==> config.mk <==
export PLATFORM = sky130hd
export DESIGN_NAME = unaligned_trap_encoder
export DESIGN_NICKNAME = d
export VERILOG_FILES = /design/src/rtl/unaligned_trap_pkg.sv /design/src/rtl/misalign_detect.sv /design/src/rtl/status_pack.sv /design/src/rtl/unaligned_trap_encoder.sv
export SDC_FILE = /design/constraint.sdc
export NUM_CORES = 1
export LEC_CHECK = 0
export BUFFER_PORTS_ARGS = -buffer_cell sky130_fd_sc_hd__buf_4
export CORE_MARGIN = 2
export CORE_UTILIZATION = 44
export CTS_CLUSTER_DIAMETER = 50
export DETAILED_ROUTE_END_ITERATION = 10
export PLACE_DENSITY = 0.8
export SLEW_MARGIN = 20
export SYNTH_ARGS = -nofsm -noshare
export SYNTH_HDL_FRONTEND = slang
export SYNTH_SLANG_ARGS = --single-unit
export TNS_END_PERCENT = 1
==> constraint.sdc <==
create_clock -name clk_i -period 0.9 [get_ports clk_i]
set_input_delay 0.135 -clock clk_i [delete_from_list [all_inputs] [get_ports clk_i]]
set_output_delay 0.135 -clock clk_i [all_outputs]
set_load 0.05 [all_outputs]
==> src/rtl/unaligned_trap_pkg.sv <==
package unaligned_trap_pkg;
  localparam int unsigned ADDR_W   = 32;
  localparam int unsigned STAT_W   = 32;
  localparam int unsigned REG_W    = 5;
  localparam int unsigned SIZE_W   = 2;
  localparam int unsigned CAUSE_W  = 5;
  localparam int unsigned REG_LSB  = 5;
  localparam int unsigned DIR_BIT  = 10;
  localparam int unsigned WORD_BIT = 11;
  localparam logic [CAUSE_W-1:0] CAUSE_MISALIGN = 5'h01;
  localparam logic [SIZE_W-1:0]  SIZE_WORD      = 2'd3;

  typedef struct packed {
    logic [ADDR_W-1:0] addr;
    logic [STAT_W-1:0] status;
  } fault_rec_t;
endpackage

==> src/rtl/misalign_detect.sv <==
module misalign_detect
  import unaligned_trap_pkg::*;
(
  input  logic              valid_i,
  input  logic [ADDR_W-1:0] addr_i,
  input  logic [SIZE_W-1:0] size_i,
  output logic              hit_o
);
  logic [SIZE_W-1:0] low_bits;
  assign low_bits = addr_i[SIZE_W-1:0] & size_i;
  assign hit_o    = valid_i && (low_bits != '0);
endmodule

==> src/rtl/status_pack.sv <==
module status_pack
  import unaligned_trap_pkg::*;
(
  input  logic              write_i,
  input  logic [REG_W-1:0]  reg_i,
  input  logic [SIZE_W-1:0] size_i,
  output logic [STAT_W-1:0] status_o
);
  always_comb begin
    status_o                         = '0;
    status_o[CAUSE_W-1:0]            = CAUSE_MISALIGN;
    status_o[REG_LSB+REG_W-1:REG_LSB] = reg_i;
    status_o[DIR_BIT]                = write_i;
    status_o[WORD_BIT]               = (size_i == SIZE_WORD);
  end
endmodule

==> src/rtl/unaligned_trap_encoder.sv <==
module unaligned_trap_encoder
  import unaligned_trap_pkg::*;
(
  input  logic              clk_i,
  input  logic              rst_ni,
  input  logic              acc_valid_i,
  input  logic [31:0]       acc_addr_i,
  input  logic [1:0]        acc_size_i,
  input  logic              acc_write_i,
  input  logic [4:0]        acc_reg_i,
  input  logic              exc_en_i,
  output logic              fault_o,
  output logic [31:0]       fault_addr_o,
  output logic [31:0]       fault_status_o,
  output logic              trap_req_o
);
  logic        hit;
  logic [31:0] status_d;
  fault_rec_t  rec_q;
  logic        fault_q, trap_q;

  misalign_detect u_detect (
    .valid_i (acc_valid_i),
    .addr_i  (acc_addr_i),
    .size_i  (acc_size_i),
    .hit_o   (hit)
  );

  status_pack u_pack (
    .write_i  (acc_write_i),
    .reg_i    (acc_reg_i),
    .size_i   (acc_size_i),
    .status_o (status_d)
  );

  // capture regardless of enable; only the trap is gated
  always_ff @(posedge clk_i or negedge rst_ni) begin
    if (!rst_ni) begin
      rec_q   <= '0;
      fault_q <= 1'b0;
      trap_q  <= 1'b0;
    end else begin
      fault_q <= hit;
      trap_q  <= hit && exc_en_i;
      if (hit) begin
        rec_q.addr   <= acc_addr_i;
        rec_q.status <= status_d;
      end
    end
  end

  assign fault_o        = fault_q;
  assign trap_req_o     = trap_q;
  assign fault_addr_o   = rec_q.addr;
  assign fault_status_o = rec_q.status;
endmodule

==> flow_metrics.env, run 1 <==
export IMPL_outcome="complete, but fails checks"
export IMPL_violations="negative setup slack"
export IMPL_finalHoldViolCount=0
export IMPL_initial_utilization=0.452
export IMPL_tightest_slew_ns=0.524
export IMPL_powerDensity_nw_per_um2=2410
export IMPL_portBuffers=85
export IMPL_rsz0062_at_grt="yes"
export IMPL_fin_skew_ns=0
export IMPL_nets=258
export IMPL_required_ns=0.76
export IMPL_hold_ws_ns=0.0599
export IMPL_synth_seq_cells=42
export IMPL_finalWorstSetupSlack_ns=-0.121
export IMPL_synth_top_cell_area_share=0.538
export IMPL_syn_area_um2=1950
export IMPL_layout_area_overhead_vs_synth_pct=47.0
export IMPL_setup_viol=44
export IMPL_cpLargestDelayFamily="flip-flops"
export IMPL_grtUsageTotal=0.166
export IMPL_gp_congestion=0.735
export IMPL_crit_path_start_kind="register"
export IMPL_critPathMaxFanout=2
export IMPL_yosys_warnings=0
export IMPL_via_per_inst=4.34
export IMPL_routedWlPerCell_um=14.8
export IMPL_fin_crit_sh=1.13
export IMPL_drt_iter0_markers=32
export IMPL_final_core_util=0.664
export IMPL_finalSetupTns_ns=-3.54
export IMPL_antenna_cells=0
export IMPL_htreeDepth=2
export IMPL_grt_max_degree=43
export IMPL_synth_top_area_cell="dfrtp_1"
export IMPL_slowest_stage="dfrtp_1"
export IMPL_syn_inst=117
export IMPL_critical_path_arrival_ns=0.89
export IMPL_path_clk_slew_ns=0.08
export IMPL_via_count=1160
export IMPL_crit_chain="buf_6"
export IMPL_dpl_instance_area_um2=2570
export IMPL_clock_sinks=42
export IMPL_drc=0
export IMPL_io_pins=110
export IMPL_yosys_top_cells_area="dfrtp_1 (54%), mux2_4 (28%), buf_4 (9.2%), buf_12 (4.1%), nand2_8 (1.0%)"
export IMPL_maxSlewHeadroom=0.651
export IMPL_finalMaxSlewViolations=0
export IMPL_hpwl_mm=2.79
export IMPL_grt_first_pass_wirelength_mm=6.35
export IMPL_clk_path_buf_depth=2
export IMPL_design_core_area_um2=4320
export IMPL_dieArea_um2=4990
export IMPL_synth_area_per_cell_um2=16.7
export IMPL_die_w_um=70.6
export IMPL_worst_setup_path_end_kind="primary output"
export IMPL_final_cell_mix="buf_4 (47), buf_6 (44), dfrtp_1 (42)"
export IMPL_grt_overflow=0
export IMPL_cts_tree="built"
export IMPL_fmax_ghz=0.979
export IMPL_clockRootBuffer="clkbuf_8"
export IMPL_numCtsBuffers=5
export IMPL_crit_type="reg -> out"
export IMPL_p_leak_nw=1.53
export IMPL_peakVddDrop_mv=1.40
export IMPL_drive_above_1_share=0.656
export IMPL_cp_buffers_inverters=1
export IMPL_wl_mm=3.96
export IMPL_min_path_type="in -> reg"
export IMPL_grt_pass1_vias=1284
export IMPL_cpPeakStageDelay_ns=0.42
export IMPL_cap_violations=0
export IMPL_clk_latency_ns=0.29
export IMPL_layout_commonest_cell="buf_4"
export IMPL_dieHeight_um=70.6
export IMPL_row_count=24
export IMPL_fin_crit_ns=1.02
export IMPL_design_area_um2=2870
export IMPL_detail_route_antenna_nets=0
export IMPL_drtPass1Iterations=4
export IMPL_antenna_found_initial=0
export IMPL_synth_seq_area_share=0.538
export IMPL_ys_types=13
## Yosys cell counts
| cell | number |
|---|---|
| dfrtp_1 | 42 |
| mux2_4 | 37 |
| buf_4 | 24 |
| buf_12 | 4 |
| inv_1 | 2 |
| a22o_4 | 1 |
| and3_1 | 1 |
| conb_1 | 1 |
| mux2_1 | 1 |
| mux2i_1 | 1 |
| nand2_1 | 1 |
| nand2_8 | 1 |
| nand2b_1 | 1 |
## state kept, by name, indices dropped and copies added (netlist names)
register / cells
fault_addr_o: 32
fault_status_o: 8
fault_o: 1
trap_req_o: 1
## per-layer routing
metal,vias to the layer above,GRT usage,share of wire
met3,4,0.0684,0.089
li1,536,-,-
met2,64,0.282,0.52
met4,0,0.0461,0.0086
met1,556,0.195,0.38
met5,-,0,0
## path summary, 6_finish.rpt
| path | slack [ns] | start | endpoint | cells past startpoint |
|---|---|---|---|---|
| worst max-delay path | -0.12 | fault_addr_o[21] | fault_addr_o[21] | 1 |
| worst min-delay path | 0.06 | acc_addr_i[26] | fault_addr_o[26] | 2 |
| worst max register to register | -0.03 | fault_addr_o[21] | fault_addr_o[21] | 2 |
| worst min register to register | 0.52 | fault_status_o[0] | fault_status_o[0] | 1 |
| max in group asynchronous | 0.17 | rst_ni | fault_addr_o[13] | 2 |
| min in group asynchronous | 0.35 | rst_ni | fault_addr_o[19] | 2 |
## power by group
part	switching, mW	total [mW]	internal, mW	leakage, nW
clock network	0.628	1.44	0.816	0.0579
logic	1.77	3.00	1.24	0.982
registers	0.256	2.47	2.21	0.495
## timing repair
action,in CTS,in global routing
setup buffers,0,2
resized for setup,43,1
hold buffers,1,0
setup endpoints to repair,51,64
endpoints found under the hold margin,42,0
pin swaps,0,0
## stage by stage
stage	setup WS (ns)	instances	power, mW
after floorplan	-0.145	140	4.45
after global placement	-0.314	256	5.17
after detailed placement	-0.323	256	5.21
after CTS	-0.114	265	6.93
after global routing	-0.137	267	7.18
final	-0.121	267	6.91
## layout make-up
class,instances,area (um^2)
flip-flops and latches,42,1050
inverters,2,7.51
well taps,52,65.1
multi-input cells,68,721
clock inverters,3,40.0
repair buffers,95,918
fillers,327,1450
clock buffers,5,68.8
## cells by family after synthesis
kind of cell    count (synthesis)  synth area share
mux                            39             0.295
compound gates                  1           0.00897
buf+inv                        30             0.137
simple gates                    4            0.0186
flops                          42             0.538
other cells                     1           0.00192
Note: power is estimated with default switching activity, not from simulation.
==> run 2, diff against run 1 <==
- CORE_UTILIZATION: 44 -> 50
- PLACE_DENSITY: 0.8 -> 0.81
- SLEW_MARGIN: 20 -> unset
- SYNTH_HIERARCHICAL: unset -> 1
==> run 2 against run 1 <==
Against the previous run:
- the run still ends with negative setup slack left
- via count rose by 46%
- maximum frequency decreased by 2.3%
- clock skew did not move
- synthesized area grew 48%
- register-to-register slack about the same
- synthesized cell count up 49%
- sequential share of layout area increased by 2.1 points
- design area increased by 49%
- utilization rose by 11 points
==> flow_metrics.env, run 2 <==
export IMPL_portBuffers=109
export IMPL_clock_sinks=66
export IMPL_yosys_warnings=6
export IMPL_synth_ff_type="dfrtp_1"
export IMPL_grt_overflow=0
export IMPL_powerDensity_nw_per_um2=2520
export IMPL_design_core_area_um2=5540
export IMPL_synth_top_cell_area_share=0.570
export IMPL_fin_cells=373
export IMPL_p_leak_nw=2.11
export IMPL_cpLargestDelayFamily="flip-flops"
export IMPL_antenna_found_initial=0
export IMPL_layout_area_overhead_vs_synth_pct=47.3
export IMPL_synth_top_area_cell="dfrtp_1"
export IMPL_ys_types=10
export IMPL_p_sw_mw=3.93
export IMPL_cp_buffers_inverters=1
export IMPL_drc=0
export IMPL_dieHeight_um=80.1
export IMPL_via_per_inst=4.55
export IMPL_synth_edff_count=0
export IMPL_top_layer_used="met4"
export IMPL_finalMaxSlewViolations=0
export IMPL_crit_chain="buf_6"
export IMPL_clk_path_buf_depth=2
export IMPL_outcome="complete, but fails checks"
export IMPL_grtUsageTotal=0.187
export IMPL_synthArstFlopShare=1.00
export IMPL_clk_latency_ns=0.33
export IMPL_htreeDepth=3
export IMPL_slowest_stage="dfrtp_1"
export IMPL_min_path_type="in -> reg"
export IMPL_cap_violations=0
export IMPL_crit_type="reg -> out"
export IMPL_fin_crit_ns=1.05
export IMPL_grt_first_pass_wirelength_mm=8.90
export IMPL_path_clk_slew_ns=0.07
export IMPL_switching_share=0.366
export IMPL_synth_area_per_cell_um2=16.6
export IMPL_critical_path_arrival_ns=0.91
export IMPL_via_count=1699
export IMPL_io_pins=110
export IMPL_setup_viol=85
export IMPL_cpPeakStageDelay_ns=0.41
export IMPL_clock_power_share=0.230
export IMPL_dieArea_um2=6420
export IMPL_wl_mm=5.58
export IMPL_worst_setup_path_end_kind="primary output"
export IMPL_critPathMaxFanout=2
export IMPL_finalHoldViolCount=0
export IMPL_intPower_mw=6.82
export IMPL_synthMostInstantiatedCell="dfrtp_1"
export IMPL_p_comb_frac=0.408
export IMPL_synth_seq_cells=66
export IMPL_hpwl_mm=3.89
export IMPL_grt_pass1_vias=1794
export IMPL_nets=340
export IMPL_initial_utilization=0.523
export IMPL_met2_length_mm=2.71
export IMPL_fin_skew_ns=0
export IMPL_required_ns=0.76
export IMPL_fin_crit_sh=1.16
export IMPL_n_fill_cell=339
export IMPL_drt_met1_wl_mm=2.38
export IMPL_antenna_cells=0
export IMPL_finalSetupTns_ns=-8.14
export IMPL_clockRootBuffer="clkbuf_8"
export IMPL_numCtsBuffers=9
export IMPL_row_count=27
export IMPL_fmax_ghz=0.957
export IMPL_crit_path_start_kind="register"
export IMPL_final_core_util=0.770
export IMPL_peakVddDrop_mv=1.64
export IMPL_detail_route_antenna_nets=0
export IMPL_die_w_um=80.1
export IMPL_drt_iter0_markers=35
export IMPL_drtPass1Iterations=4
export IMPL_grt_max_degree=30
export IMPL_layout_commonest_cell="buf_6"
export IMPL_rsz0062_at_grt="yes"
export IMPL_place_ws_ns=-0.406
export IMPL_ys_top_cells_by_count="dfrtp_1 (66), mux2_4 (49), buf_4 (31)"
export IMPL_drive_above_1_share=0.678
export IMPL_hold_ws_ns=0.0338
export IMPL_finalWorstSetupSlack_ns=-0.145
export IMPL_violations="negative setup slack"
export IMPL_cts_tree="built"
export IMPL_syn_inst=174
export IMPL_yosys_top_cells_area="dfrtp_1 (57%), mux2_4 (25%), buf_4 (8.0%), mux2_2 (5.8%), buf_6 (2.3%)"
export IMPL_syn_area_um2=2900
export IMPL_gp_congestion=0.714
export IMPL_dp_cells=353
export IMPL_wl_met3_um=390
export IMPL_seq_power_share=0.363
export IMPL_synth_seq_area_share=0.570
export IMPL_final_cell_mix="buf_6 (74), dfrtp_1 (66), mux2_4 (49)"
export IMPL_routedWlPerCell_um=15.0
==> run 2: path summary, 6_finish.rpt <==
check                      slack [ns]  cells past startpoint                from            endpoint
max                             -0.15                      1     fault_addr_o[4]     fault_addr_o[4]
min                              0.03                      2         acc_write_i  fault_status_o[10]
max reg2reg                     -0.02                      2    fault_addr_o[13]    fault_addr_o[13]
min reg2reg                      0.53                      1  fault_status_o[30]  fault_status_o[30]
max in group asynchronous        0.23                      3              rst_ni    fault_addr_o[10]
min in group asynchronous        0.24                      2              rst_ni     fault_addr_o[1]
==> run 2: power groups by stage <==
| stage | Sequential (mW) | Clock, mW | Combinational (mW) |
|---|---|---|---|
| 3_5_place_dp | 3.85 | 0 | 4.01 |
| 2_1_floorplan | 5.68 | 0 | 0.971 |
| 6_report | 3.90 | 2.47 | 4.39 |
| 5_1_grt | 3.96 | 2.68 | 4.55 |
| 4_1_cts | 3.90 | 2.51 | 4.39 |
| 3_3_place_gp | 3.83 | 0 | 3.97 |
==> run 2: cell families (layout without fill, tap and decap cells) <==
family / after synthesis / in the layout / synth area share
other: 2 / 25 / 0.00259
and+or+nand+nor: 3 / 3 / 0.00648
DFF: 66 / 66 / 0.570
AOI/OAI and AO/OA: 1 / 1 / 0.00259
buffers and inverters: 38 / 142 / 0.105
muxes: 64 / 64 / 0.312
==> run 2: layer usage <==
layer  up-vias  global-route usage
met5         -                   0
met4         0              0.0814
met3         9              0.0551
met2        74               0.290
met1       837               0.245
li1        779                   -
==> run 2: repair_timing <==
item | in CTS | in global routing
resized for setup | 72 | 2
setup buffers | 2 | 1
pin swaps | 0 | 0
endpoints found under the hold margin | 66 | 0
setup endpoints to repair | 88 | 92
hold buffers | 1 | 0
==> run 2: per-stage QoR <==
step	area, um^2	power [mW]
floorplan	3010	6.66
global placement	3760	7.80
detailed placement	3760	7.86
CTS	4250	10.8
global route	4270	11.2
finish	4270	10.8
==> run 2: layout make-up <==
cell class / instances / area, um^2 / share of cell area
flip-flops and latches: 66 / 1650 / 0.387
multi-input cells: 93 / 1040 / 0.243
clock inverters: 2 / 35.0 / 0.00821
well taps: 72 / 90.1 / 0.0211
repair buffers: 126 / 1290 / 0.302
clock buffers: 14 / 163 / 0.0381
